<file path="config.mk">
export PLATFORM = sky130hd
export DESIGN_NAME = sdm_mod2
export DESIGN_NICKNAME = d
export VERILOG_FILES = /design/src/rtl/sdm_pkg.sv /design/src/rtl/sdm_integrator.sv /design/src/rtl/sdm_fb_dac.sv /design/src/rtl/sdm_quantizer.sv /design/src/rtl/sdm_mod2.sv
export SDC_FILE = /design/constraint.sdc
export NUM_CORES = 1
export LEC_CHECK = 0
export BUFFER_PORTS_ARGS = -buffer_cell sky130_fd_sc_hd__buf_2
export CORE_UTILIZATION = 40
export CTS_CLUSTER_DIAMETER = 60
export DETAILED_ROUTE_END_ITERATION = 10
export PLACE_DENSITY = 0.65
export SLEW_MARGIN = 20
export SYNTH_ARGS = -nofsm -noshare
export SYNTH_HDL_FRONTEND = slang
export SYNTH_SLANG_ARGS = --single-unit
</file>
<file path="constraint.sdc">
create_clock -name clk -period 3.2 [get_ports clk]
set_input_delay 0.16 -clock clk [delete_from_list [all_inputs] [get_ports clk]]
set_output_delay 0.16 -clock clk [all_outputs]
set_load 0.01 [all_outputs]
</file>
<file path="src/rtl/sdm_pkg.sv">
package sdm_pkg;

  // Polarity of the one-bit feedback reference
  typedef enum logic {
    FB_NEG = 1'b0,
    FB_POS = 1'b1
  } fb_sel_e;

  // Gain of one half: arithmetic shift right by one (rounds toward minus infinity)
  function automatic int half_down(int v);
    return v >>> 1;
  endfunction

  // Clamp a wide sum into a signed range
  function automatic int clamp_int(int v, int lo, int hi);
    if (v > hi) return hi;
    if (v < lo) return lo;
    return v;
  endfunction

endpackage

</file>
<file path="src/rtl/sdm_integrator.sv">
module sdm_integrator
  import sdm_pkg::*;
#(
  parameter int X_W   = 16,
  parameter int ACC_W = 20
) (
  input  logic                    clk,
  input  logic                    rst,
  input  logic                    ce,
  input  logic signed [X_W-1:0]   x,
  input  logic signed [ACC_W-1:0] ref_val,
  output logic signed [ACC_W-1:0] acc_q,
  output logic signed [ACC_W-1:0] acc_next,
  output logic                    sat_hi,
  output logic                    sat_lo
);

  localparam int ACC_MAX = (2 ** (ACC_W - 1)) - 1;
  localparam int ACC_MIN = -(2 ** (ACC_W - 1));

  int diff_w;
  int step_w;
  int sum_w;

  always_comb begin
    diff_w = int'(x) - int'(ref_val);
    step_w = half_down(diff_w);
    sum_w  = int'(acc_q) + step_w;
  end

  assign sat_hi   = (sum_w > ACC_MAX);
  assign sat_lo   = (sum_w < ACC_MIN);
  assign acc_next = ACC_W'(clamp_int(sum_w, ACC_MIN, ACC_MAX));

  always_ff @(posedge clk) begin
    if (rst) begin
      acc_q <= '0;
    end else if (ce) begin
      acc_q <= acc_next;
    end
  end

endmodule

</file>
<file path="src/rtl/sdm_fb_dac.sv">
module sdm_fb_dac
  import sdm_pkg::*;
#(
  parameter int IN_W  = 16,
  parameter int ACC_W = 20
) (
  input  logic                    bit_q,
  output logic signed [ACC_W-1:0] ref_val
);

  localparam int REF_MAG = 2 ** (IN_W - 1);

  fb_sel_e sel;

  assign sel = fb_sel_e'(bit_q);

  always_comb begin
    case (sel)
      FB_POS:  ref_val = ACC_W'(REF_MAG);
      default: ref_val = ACC_W'(-REF_MAG);
    endcase
  end

endmodule

</file>
<file path="src/rtl/sdm_quantizer.sv">
module sdm_quantizer #(
  parameter int ACC_W = 20
) (
  input  logic                    clk,
  input  logic                    rst,
  input  logic                    ce,
  input  logic signed [ACC_W-1:0] acc_in,
  output logic                    decide_w,
  output logic                    bit_q
);

  // Zero counts as non-negative
  assign decide_w = ~acc_in[ACC_W-1];

  always_ff @(posedge clk) begin
    if (rst) begin
      bit_q <= 1'b0;
    end else if (ce) begin
      bit_q <= decide_w;
    end
  end

endmodule

</file>
<file path="src/rtl/sdm_mod2.sv">
module sdm_mod2 #(
  parameter int IN_W  = 16,
  parameter int INT_W = 20
) (
  input  logic                   clk,
  input  logic                   rst,
  input  logic                   ce,
  input  logic signed [IN_W-1:0] din,
  output logic                   bit_out
);

  logic signed [INT_W-1:0] fb_val;
  logic signed [INT_W-1:0] i1_q;
  logic signed [INT_W-1:0] i1_next;
  logic                    i1_hi;
  logic                    i1_lo;
  logic signed [INT_W-1:0] i2_q;
  logic signed [INT_W-1:0] i2_next;
  logic                    i2_hi;
  logic                    i2_lo;
  logic                    q_decide;

  sdm_fb_dac #(
    .IN_W (IN_W),
    .ACC_W(INT_W)
  ) u_dac (
    .bit_q  (bit_out),
    .ref_val(fb_val)
  );

  // Stage one: takes the live sample
  sdm_integrator #(
    .X_W  (IN_W),
    .ACC_W(INT_W)
  ) u_int1 (
    .clk     (clk),
    .rst     (rst),
    .ce      (ce),
    .x       (din),
    .ref_val (fb_val),
    .acc_q   (i1_q),
    .acc_next(i1_next),
    .sat_hi  (i1_hi),
    .sat_lo  (i1_lo)
  );

  // Stage two: takes stage one's registered value (one-sample delay)
  sdm_integrator #(
    .X_W  (INT_W),
    .ACC_W(INT_W)
  ) u_int2 (
    .clk     (clk),
    .rst     (rst),
    .ce      (ce),
    .x       (i1_q),
    .ref_val (fb_val),
    .acc_q   (i2_q),
    .acc_next(i2_next),
    .sat_hi  (i2_hi),
    .sat_lo  (i2_lo)
  );

  sdm_quantizer #(
    .ACC_W(INT_W)
  ) u_quant (
    .clk     (clk),
    .rst     (rst),
    .ce      (ce),
    .acc_in  (i2_next),
    .decide_w(q_decide),
    .bit_q   (bit_out)
  );

endmodule

</file>
==> run metrics, run 1 <==
status=complete, no violations; H-tree Lvls=2; GPL Wtd Cong=0.8456; Die W=103.0 um; initial antenna violation count=0; Psw=2.643 mW; Sequential Power Share=0.145; area growth from synthesis to layout=18.86%; ys async rst share=0; top cells by count, synth=nor2_1 (62), dfxtp_1 (41), ha_1 (40); die area=0.01061 mm^2; GR Overflow Total=0; Main synth FF type=dfxtp_1; Net Sw Frac=0.4585; Max Slew Vio Count=0; drt pass-1 iters=4; largest net degree at the start of global routing=41; Starting Density=0.4155; final setup TNS=0 ps; synthesized instance count=503; top-area cell type share of the netlist area=0.2012; Min Clock Period, post-route=3159 ps; Core ar.=0.009819 mm^2; global-route wire length before repair=17.33 mm; Tot Pwr=5.765 mW; Clock Tree Root=clkbuf_8; Die Y=103.0 um; Peak Freq=316.6 MHz; PortBufs=18; Mapped Nets=565; DP Wirelength=7.736 mm; Routed WL=10.79 mm; clk_lat worst skew=300 ps; Yosys warnings=0; clock tree buffer depth=2; clock skew=5.905 ps; synthesized area per cell=8.112 um^2; Hold Path Class=in2reg; total global-route track usage=0.2059; WHS=259.4 ps; ratio of cells with drive above 1 in the final layout=0.2500; Rows=36; clk slew on worst S/H paths=90 ps; Starting DRT DRC Count=104; Least-Margin Pin Slew=805.7 ps; final critical-path share of the clock period=0.9871; CP arrival=3310 ps; Yosys top cell by area=dfxtp_1; top cells by area, synth=dfxtp_1 (20%), ha_1 (12%), nor2_1 (5.7%); hold_buf cts=0; number of global-route vias before repair=3,746; Core Util, Final=0.4939; wire per inst=15.94 um; Req. time, crit path=3350 ps; final hold vios=0; power density cells=1189 mW/mm^2; # diodes=0; DRT antenna net count=0; TritonCTS buffer count=5; sequential-to-total area share from yosys stat=0.2012; final setup fails=0; Setup CP Type=reg2reg; CP Launch Type=register; clk sinks=41; Power Internal=3.122 mW; post-synthesis instance area=0.004080 mm^2; maximum vdd drop=0.5144 mV; Lkg Pwr=2.017 nW; Ports=20; nets=605; Clk network pwr share=0.065; DR vias/cell=5.897; count leader, synth=nor2_1; Post-synth EDFFs=0; DR vias=3,992; Synth Register Bits=41; CP Capture Type=register; Gate power share=0.790; max cap viols=0; CTS tree=built; relative slew slack=0.4628; post-synthesis cell type count=69; worst-path maximum fanout=5; drt drc=0; setup repair after global routing missed its margin=true
-- kinds of logic after synthesis --
kind of cell | share of synthesized area
AOI/OAI and AO/OA | 0.3159
xor gates and xnor gates | 0.06011
adders and majority gates | 0.2039
buffers and inverters | 0.03986
DFF | 0.2012
muxes | 0.004907
and+or+nand+nor | 0.1742
-- through the flow --
stage,cells,worst slack [ps],cell area (um^2)
finish,677,41.22,4850
global route,677,-64.25,4850
CTS,668,-30.90,4584
detailed placement,660,-29.11,4489
global placement,660,3.731,4489
floorplan,503,1.689,4090
-- timing repair --
action | CTS | global route
pin swaps | 0 | 17
buffers inserted | 0 | 7
endpoints found under the setup margin | 14 | 39
resized for setup | 1 | 48
cloned | 0 | 2
-- worst paths after layout --
| check | from | end | slack [ps] | depth (start not counted) |
|---|---|---|---|---|
| setup / recovery | u_quant.bit_q | u_int2.acc_q[17] | 40 | 14 |
| hold / removal | rst | u_int2.acc_q[19] | 260 | 2 |
| setup reg to reg | u_quant.bit_q | u_int2.acc_q[17] | 40 | 14 |
| hold reg to reg | u_int2.acc_q[5] | u_int2.acc_q[5] | 500 | 2 |
-- registers in the layout, indices dropped and copies added, names as in the netlist --
| name | flops |
|---|---|
| u_int1.acc_q | 20 |
| u_int2.acc_q | 20 |
| u_quant.bit_q | 1 |
-- cells in the final DEF (no fill, tap or decap), types with 4 or more instances in the layout --
cell,count
or2_2,4
and2_1,4
nand3_1,8
nand2_1,25
buf_4,34
ha_2,4
o21ai_0,24
a311oi_1,7
maj3_1,12
inv_1,13
nor2_1,62
maj3_2,14
nor3_1,14
a211oi_2,11
o211ai_1,5
o21a_1,9
a21oi_2,4
a21o_1,20
a211oi_1,20
buf_2,18
a21oi_1,28
ha_1,34
dfxtp_1,38
clkbuf_8,5
nand4_1,4
xor2_1,9
xnor2_1,19
-- layout make-up --
class	count	area [um^2]
fillers	990	4970
multi-input cells	424	3273
flip-flops and latches	41	827.0
repair buffers	58	440.4
well taps	133	166.4
clock buffers	5	68.82
inverters	13	48.80
clock inverters	3	25.02
-- per-layer routing --
| layer | global-route usage | vias up | routed length, um |
|---|---|---|---|
| li1 | - | 1987 | - |
| met1 | 0.2637 | 1922 | 5086 |
| met2 | 0.3626 | 68 | 5248 |
| met3 | 0.02712 | 15 | 278 |
| met4 | 0.05417 | 0 | 178 |
| met5 | 0 | - | 0 |
-- power by group through the flow --
stage / sequential [mW] / clock (mW) / combinational [mW]
floorplan: 0.803 / 0 / 2.96
global route: 0.858 / 0.399 / 4.96
finish: 0.835 / 0.374 / 4.56
global placement: 0.837 / 0 / 3.83
CTS: 0.831 / 0.388 / 3.95
detailed placement: 0.842 / 0 / 3.92
-- critical path, cell delays in order (launching register included) --
cell       delay [ps]
dfxtp_4           380
ha_2              200
a21o_1            220
a31oi_4           150
xnor2_1           150
ha_1              310
and3_4            200
a221o_1           370
a21oi_2           160
o2bb2ai_2          80
a21oi_2           180
and2_4            230
buf_6             130
maj3_2            180
a211oi_2           70
(Power assumes the default switching activity.)
==> run 2: changes to the inputs <==
==> constraint.sdc (replaced) <==
create_clock -name clk -period 2.8 [get_ports clk]
set_input_delay 0.14 -clock clk [delete_from_list [all_inputs] [get_ports clk]]
set_output_delay 0.14 -clock clk [all_outputs]
set_load 0.01 [all_outputs]
==> run metrics, run 2 (same netlist as run 1, synthesis figures left out) <==
final hold vios=0 (unchanged); pre-CTS setup slack=-274.8 ps (-245.7 ps); final critical-path share of the clock period=1.091 (+0.1041); drt pass-1 iters=4 (unchanged); Die W=103.0 um (unchanged); wire per inst=16.64 um (+4.4%); DR vias/cell=5.767 (-2.2%); Lkg Pwr=2.309 nW (+15%); power density cells=1319 mW/mm^2 (+11%); max cap viols=0 (unchanged); CP arrival=3280 ps (-30 ps); final setup fails=22 (+22); Hold Path Class=in2reg; Critical Path, Cell by Cell=ha_4 -> a21o_1 -> a31oi_1 -> xnor2_1 -> ha_1 -> and3_4 -> buf_4 -> a21boi_0 -> o2bb2ai_1 -> a21oi_2 -> and2_1 -> buf_12 -> maj3_2 -> a211oi_2; footprint of the multi-input gates=0.003451 mm^2 (+5.4%); DR vias=4,181 (+4.7%); Routed WL=12.06 mm (+12%); PortBufs=18 (unchanged); CTS tree=built; CP Capture Type=register; H-tree Lvls=2 (unchanged); GPL Wtd Cong=0.8669 (+2.5%); maximum vdd drop=0.6323 mV (+23%); placed cells=707 (+7.1%); # diodes=0 (unchanged); most frequent cells in the layout=buf_4 (77), nor2_1 (62), dfxtp_1 (35); depth of the most critical reg-to-reg path=14 (unchanged); setup repair after global routing missed its margin=true; Min Clock Period, post-route=3055 ps (-103.4 ps); Max stage delay on crit path=410 ps (+30 ps); fin cells=725 (+7.1%); DRT antenna net count=0 (unchanged); nets=653 (+7.9%); die area=0.01061 mm^2 (unchanged); Peak Freq=327.3 MHz (+3.4%); hold depth=3 (+1); Max Slew Vio Count=0 (unchanged); Clock Tree Root=clkbuf_8; Crit path max-delay family=compound AO/OA/AOI/OAI gates; status=finished, violations left; Setup CP Type=reg2reg; Rows=36 (unchanged); clk sinks=41 (unchanged); Slowest-stage cell, CP=dfxtp_4; CP Launch Type=register; Ports=20 (unchanged); TritonCTS buffer count=5 (unchanged); ratio of cells with drive above 1 in the final layout=0.3547 (+0.1047); most common cell after layout, fill and taps aside=buf_4; Top Registers=u_int1.acc_q (20), u_int2.acc_q (20), u_quant.bit_q (1); fill cell count=920 (-7.1%); Crit. path cell count=14 (unchanged); global-route wire length before repair=18.82 mm (+8.6%); number of global-route vias before repair=3,953 (+5.5%); Starting Density=0.4155 (unchanged); initial antenna violation count=0 (unchanged); clock skew=7.046 ps (+1.141 ps); setup slack after layout=-255.4 ps (-296.6 ps); Least-Margin Pin Slew=608.2 ps (-197.5 ps); hold_buf cts=0 (unchanged); clk_lat worst skew=310 ps (about the same); largest net degree at the start of global routing=54 (+32%); Die Y=103.0 um (unchanged); FF+latch area=833.3 um^2 (+0.76%); WHS=354.9 ps (+95.53 ps); clock tree buffer depth=2 (unchanged); worst-path maximum fanout=11 (+6); Req. time, crit path=3020 ps (-330 ps); Core Util, Final=0.5540 (+0.06014); violated checks=setup timing; total global-route track usage=0.2265 (+0.02061); worst path bufs/invs=2 (+1); relative slew slack=0.5945 (+0.1317); area growth from synthesis to layout=33.33%; Core ar.=0.009819 mm^2 (unchanged); Starting DRT DRC Count=275 (+160%); DP Wirelength=8.328 mm (+7.7%); GR Overflow Total=0 (unchanged); drt drc=0 (unchanged); clk slew on worst S/H paths=90 ps (about the same)
[run 2: changes by cell type in the layout (fill, tap and decap cells not counted), sizes merged]
cell      delta
buf         +48
bufinv       +1
clkinvlp     -1
inv          -1
o22a         +1
[run 2: where the power goes]
part	switching [mW]	total (mW)	internal, mW	leakage, nW
sequential	0.164	0.961	0.797	0.343
clock	0.245	0.513	0.268	0.0554
combinational	2.79	5.70	2.91	1.91
[run 2: routing by layer]
layer	track usage	vias to the layer above	wire length (um)
met4	0.07151	0	158
met5	0	-	0
li1	-	2078	-
met2	0.3964	77	5980
met1	0.2917	2009	5538
met3	0.02305	17	387
[run 2: per-stage QoR]
stage	TNS [ps]	power [mW]	area (um^2)
floorplan	-4796	4.375	4124
global placement	-3827	5.832	4892
detailed placement	-5112	5.963	4892
CTS	-4092	6.706	5121
global route	-8398	7.715	5440
finish	-4044	7.174	5440
[run 2: final cells by class]
cell class	count	area share
multi-input combinational	425	0.6343
timing repair buffer	105	0.1525
tap	133	0.03059
inverter	13	0.008970
clock inverter	2	0.007130
clock buffer	6	0.01334
sequential	41	0.1532
[run 2: worst register-to-register path, stage by stage (launching register included)]
cell and delay, ps:
dfxtp_4 410, ha_4 220, a21o_1 170, a31oi_1 180
xnor2_1 160, ha_1 280, and3_4 160, buf_4 140
a21boi_0 170, o2bb2ai_1 150, a21oi_2 60, and2_1 180
buf_12 160, maj3_2 310, a211oi_2 230
[run 2: final timing paths]
kind | from | endpoint | slack [ps]
worst min-delay path | ce | u_quant.bit_q | 350
worst min register to register | u_int1.acc_q[18] | u_int1.acc_q[18] | 490
worst max-delay path | u_quant.bit_q | u_int2.acc_q[7] | -260
worst max register to register | u_quant.bit_q | u_int2.acc_q[7] | -260
[run 2: timing repair]
item	4_1_cts	5_1_grt
resized for setup	25	64
buffers inserted	2	4
gates cloned	2	2
endpoints found under the setup margin	38	41
pin swaps	11	25
==> run 3: changes to the inputs <==
--- a/config.mk
+++ b/config.mk
@@ -9,8 +9,9 @@
 export CORE_UTILIZATION = 40
 export CTS_CLUSTER_DIAMETER = 60
 export DETAILED_ROUTE_END_ITERATION = 10
-export PLACE_DENSITY = 0.65
+export PLACE_DENSITY = 0.62
 export SLEW_MARGIN = 20
 export SYNTH_ARGS = -nofsm -noshare
 export SYNTH_HDL_FRONTEND = slang
+export SYNTH_HIERARCHICAL = 1
 export SYNTH_SLANG_ARGS = --single-unit
==> constraint.sdc (replaced) <==
create_clock -name clk -period 4 [get_ports clk]
set_input_delay 0.2 -clock clk [delete_from_list [all_inputs] [get_ports clk]]
set_output_delay 0.2 -clock clk [all_outputs]
set_load 0.01 [all_outputs]
==> run metrics, run 3 <==
status=finished, violations left; violated checks=setup timing; GR Overflow Total=0 (unchanged); Clock Tree Root=clkbuf_16; pre-CTS setup slack=-472.5 ps (-197.8 ps); Min Clock Period, post-route=4158 ps (+1102 ps); # diodes=0 (unchanged); crit-path most repeated cell=o21ai_2; Die Y=124.7 um (+21%); Top Registers=u_int1/acc_q (20), u_int2/acc_q (20), u_quant/bit_q (1); post-synthesis instance area=0.006025 mm^2 (+48%); hold_buf cts=0 (unchanged); fill cell count=1,344 (+46%); Req. time, crit path=4200 ps (+1180 ps); PortBufs=19 (+1); most frequent cells in the layout=buf_4 (150), nor2_1 (91), inv_1 (78); clk_lat worst skew=290 ps (-20 ps); Yosys warnings=6 (+6); area growth from synthesis to layout=32.73%; DP Wirelength=11.99 mm (+44%); die area=0.01556 mm^2 (+47%); drt pass-1 iters=5 (+1); Core ar.=0.01459 mm^2 (+49%); Crit path max-delay family=compound AO/OA/AOI/OAI gates; global-route wire length before repair=26.13 mm (+39%); final critical-path share of the clock period=1.039 (-0.05178); Rows=44 (+22%); most common cell after layout, fill and taps aside=buf_4; Peak Freq=240.5 MHz (-27%); DR vias=6,145 (+47%); M1 GR Usage=0.2718 (-0.01991); worst-path maximum fanout=5 (-6); Starting Density=0.4130 (-0.002570); CTS tree=built; Ports=20 (unchanged); Max stage delay on crit path=360 ps (-50 ps); DR vias/cell=5.362 (-7.0%); Routed WL=16.29 mm (+35%); Hold Path Class=in2reg; Critical Path, Cell by Cell=ha_4 -> a21oi_2 -> o21ai_2 -> a211oi_2 -> o21ai_1 -> and2_4 -> a41oi_2 -> o21bai_1 -> xor2_1 -> ha_1 -> a211oi_1 -> nor2_1 -> a211o_1 -> o21ai_2 -> o21a_1 -> o31ai_4 -> buf_4 -> or3b_4 -> a311oi_2; TritonCTS buffer count=5 (unchanged); gr busiest metal=met2; clock tree buffer depth=2 (unchanged); Die W=124.7 um (+21%); relative slew slack=0.5466 (-0.04790); CP Capture Type=register; placed cell area=0.007223 mm^2 (+48%); Starting DRT DRC Count=320 (+16%); worst path bufs/invs=1 (-1); Least-Margin Pin Slew=680.1 ps (+71.85 ps); nets=1,064 (+63%); clock skew=7.095 ps (+0.04935 ps); Post-Layout Inst Area=0.007996 mm^2 (+47%); setup repair after global routing missed its margin=true; ratio of cells with drive above 1 in the final layout=0.2869 (-0.06783); DRT antenna net count=0 (unchanged); Max Slew Vio Count=0 (unchanged); clk sinks=41 (unchanged); setup slack after layout=-157.7 ps (+97.69 ps); wire per inst=14.21 um (-15%); final setup fails=19 (-14%); grt met2 use=0.3435 (-0.05289); synthesized instance count=796 (+58%); clk slew on worst S/H paths=60 ps (-30 ps); initial antenna violation count=0 (unchanged); number of global-route vias before repair=5,632 (+42%); CP arrival=4350 ps (+1070 ps); Setup CP Type=reg2reg; largest net degree at the start of global routing=30 (-44%); max cap viols=0 (unchanged); synthesized area per cell=7.569 um^2 (-6.7%); drt drc=0 (unchanged); CP Launch Type=register; Slowest-stage cell, CP=dfxtp_2; GPL Wtd Cong=0.8421 (-2.9%); final hold vios=0 (unchanged); total global-route track usage=0.1986 (-0.02797); grt met3 use=0.02105 (-0.002003); H-tree Lvls=2 (unchanged)
run 3: worst reg2reg max path: cells and delay by family (launching register included):
kind | cells | cell delay (ps)
AND/OR/NAND/NOR | 3 | 610
AO/OA/AOI/OAI | 12 | 2210
buffers and inverters | 1 | 160
XOR/XNOR | 1 | 160
adder cells (fa/ha/maj) | 2 | 580
flip-flops | 1 | 360
run 3: metrics by stage:
step / instances / utilization / hold WS [ps] / TNS (ps)
after floorplan: 810 / - / 267.9 / 0
final: 1146 / 0.5481 / 403.3 / -1985
after global routing: 1146 / 0.5481 / 424.5 / -5808
after global placement: 1115 / 0.4951 / 464.7 / -11550
after CTS: 1134 / 0.5216 / 393.3 / -3864
after detailed placement: 1115 / 0.4951 / 470.7 / -13060
run 3: routing by layer:
| metal | vias to the layer above | part of all wire |
|---|---|---|
| li1 | 3175 | - |
| met1 | 2885 | 0.49 |
| met2 | 81 | 0.48 |
| met3 | 4 | 0.026 |
| met4 | 0 | 0.0022 |
| met5 | - | 0 |
run 3: area by class of cell:
type	instances	area, um^2	area share
well taps	184	230.2	0.02879
clock inverters	3	65.06	0.008136
multi-input cells	656	5084	0.6357
repair buffers	178	1374	0.1718
clock buffers	5	125.1	0.01565
inverters	79	296.5	0.03708
flip-flops and latches	41	822.0	0.1028
run 3: timing repair:
| action | in CTS | in global routing |
|---|---|---|
| pin swaps | 35 | 58 |
| cloned | 1 | 4 |
| setup buffers | 10 | 10 |
| setup endpoints to repair | 21 | 40 |
| gates resized for setup | 18 | 65 |
run 3: path summary, 6_finish.rpt:
check / end / cells after the start / slack, ps / start
max: u_int2/acc_q[6] / 19 / -160 / u_int1/acc_q[2]
min: u_int1/acc_q[2] / 2 / 400 / rst
max reg2reg: u_int2/acc_q[6] / 19 / -160 / u_int1/acc_q[2]
min reg2reg: u_int2/acc_q[0] / 1 / 480 / u_int2/acc_q[0]
Power of run 3 is left out: the tool's default activity adds up to more than one toggle a clock period on the data nets, which glitch-free logic cannot reach.
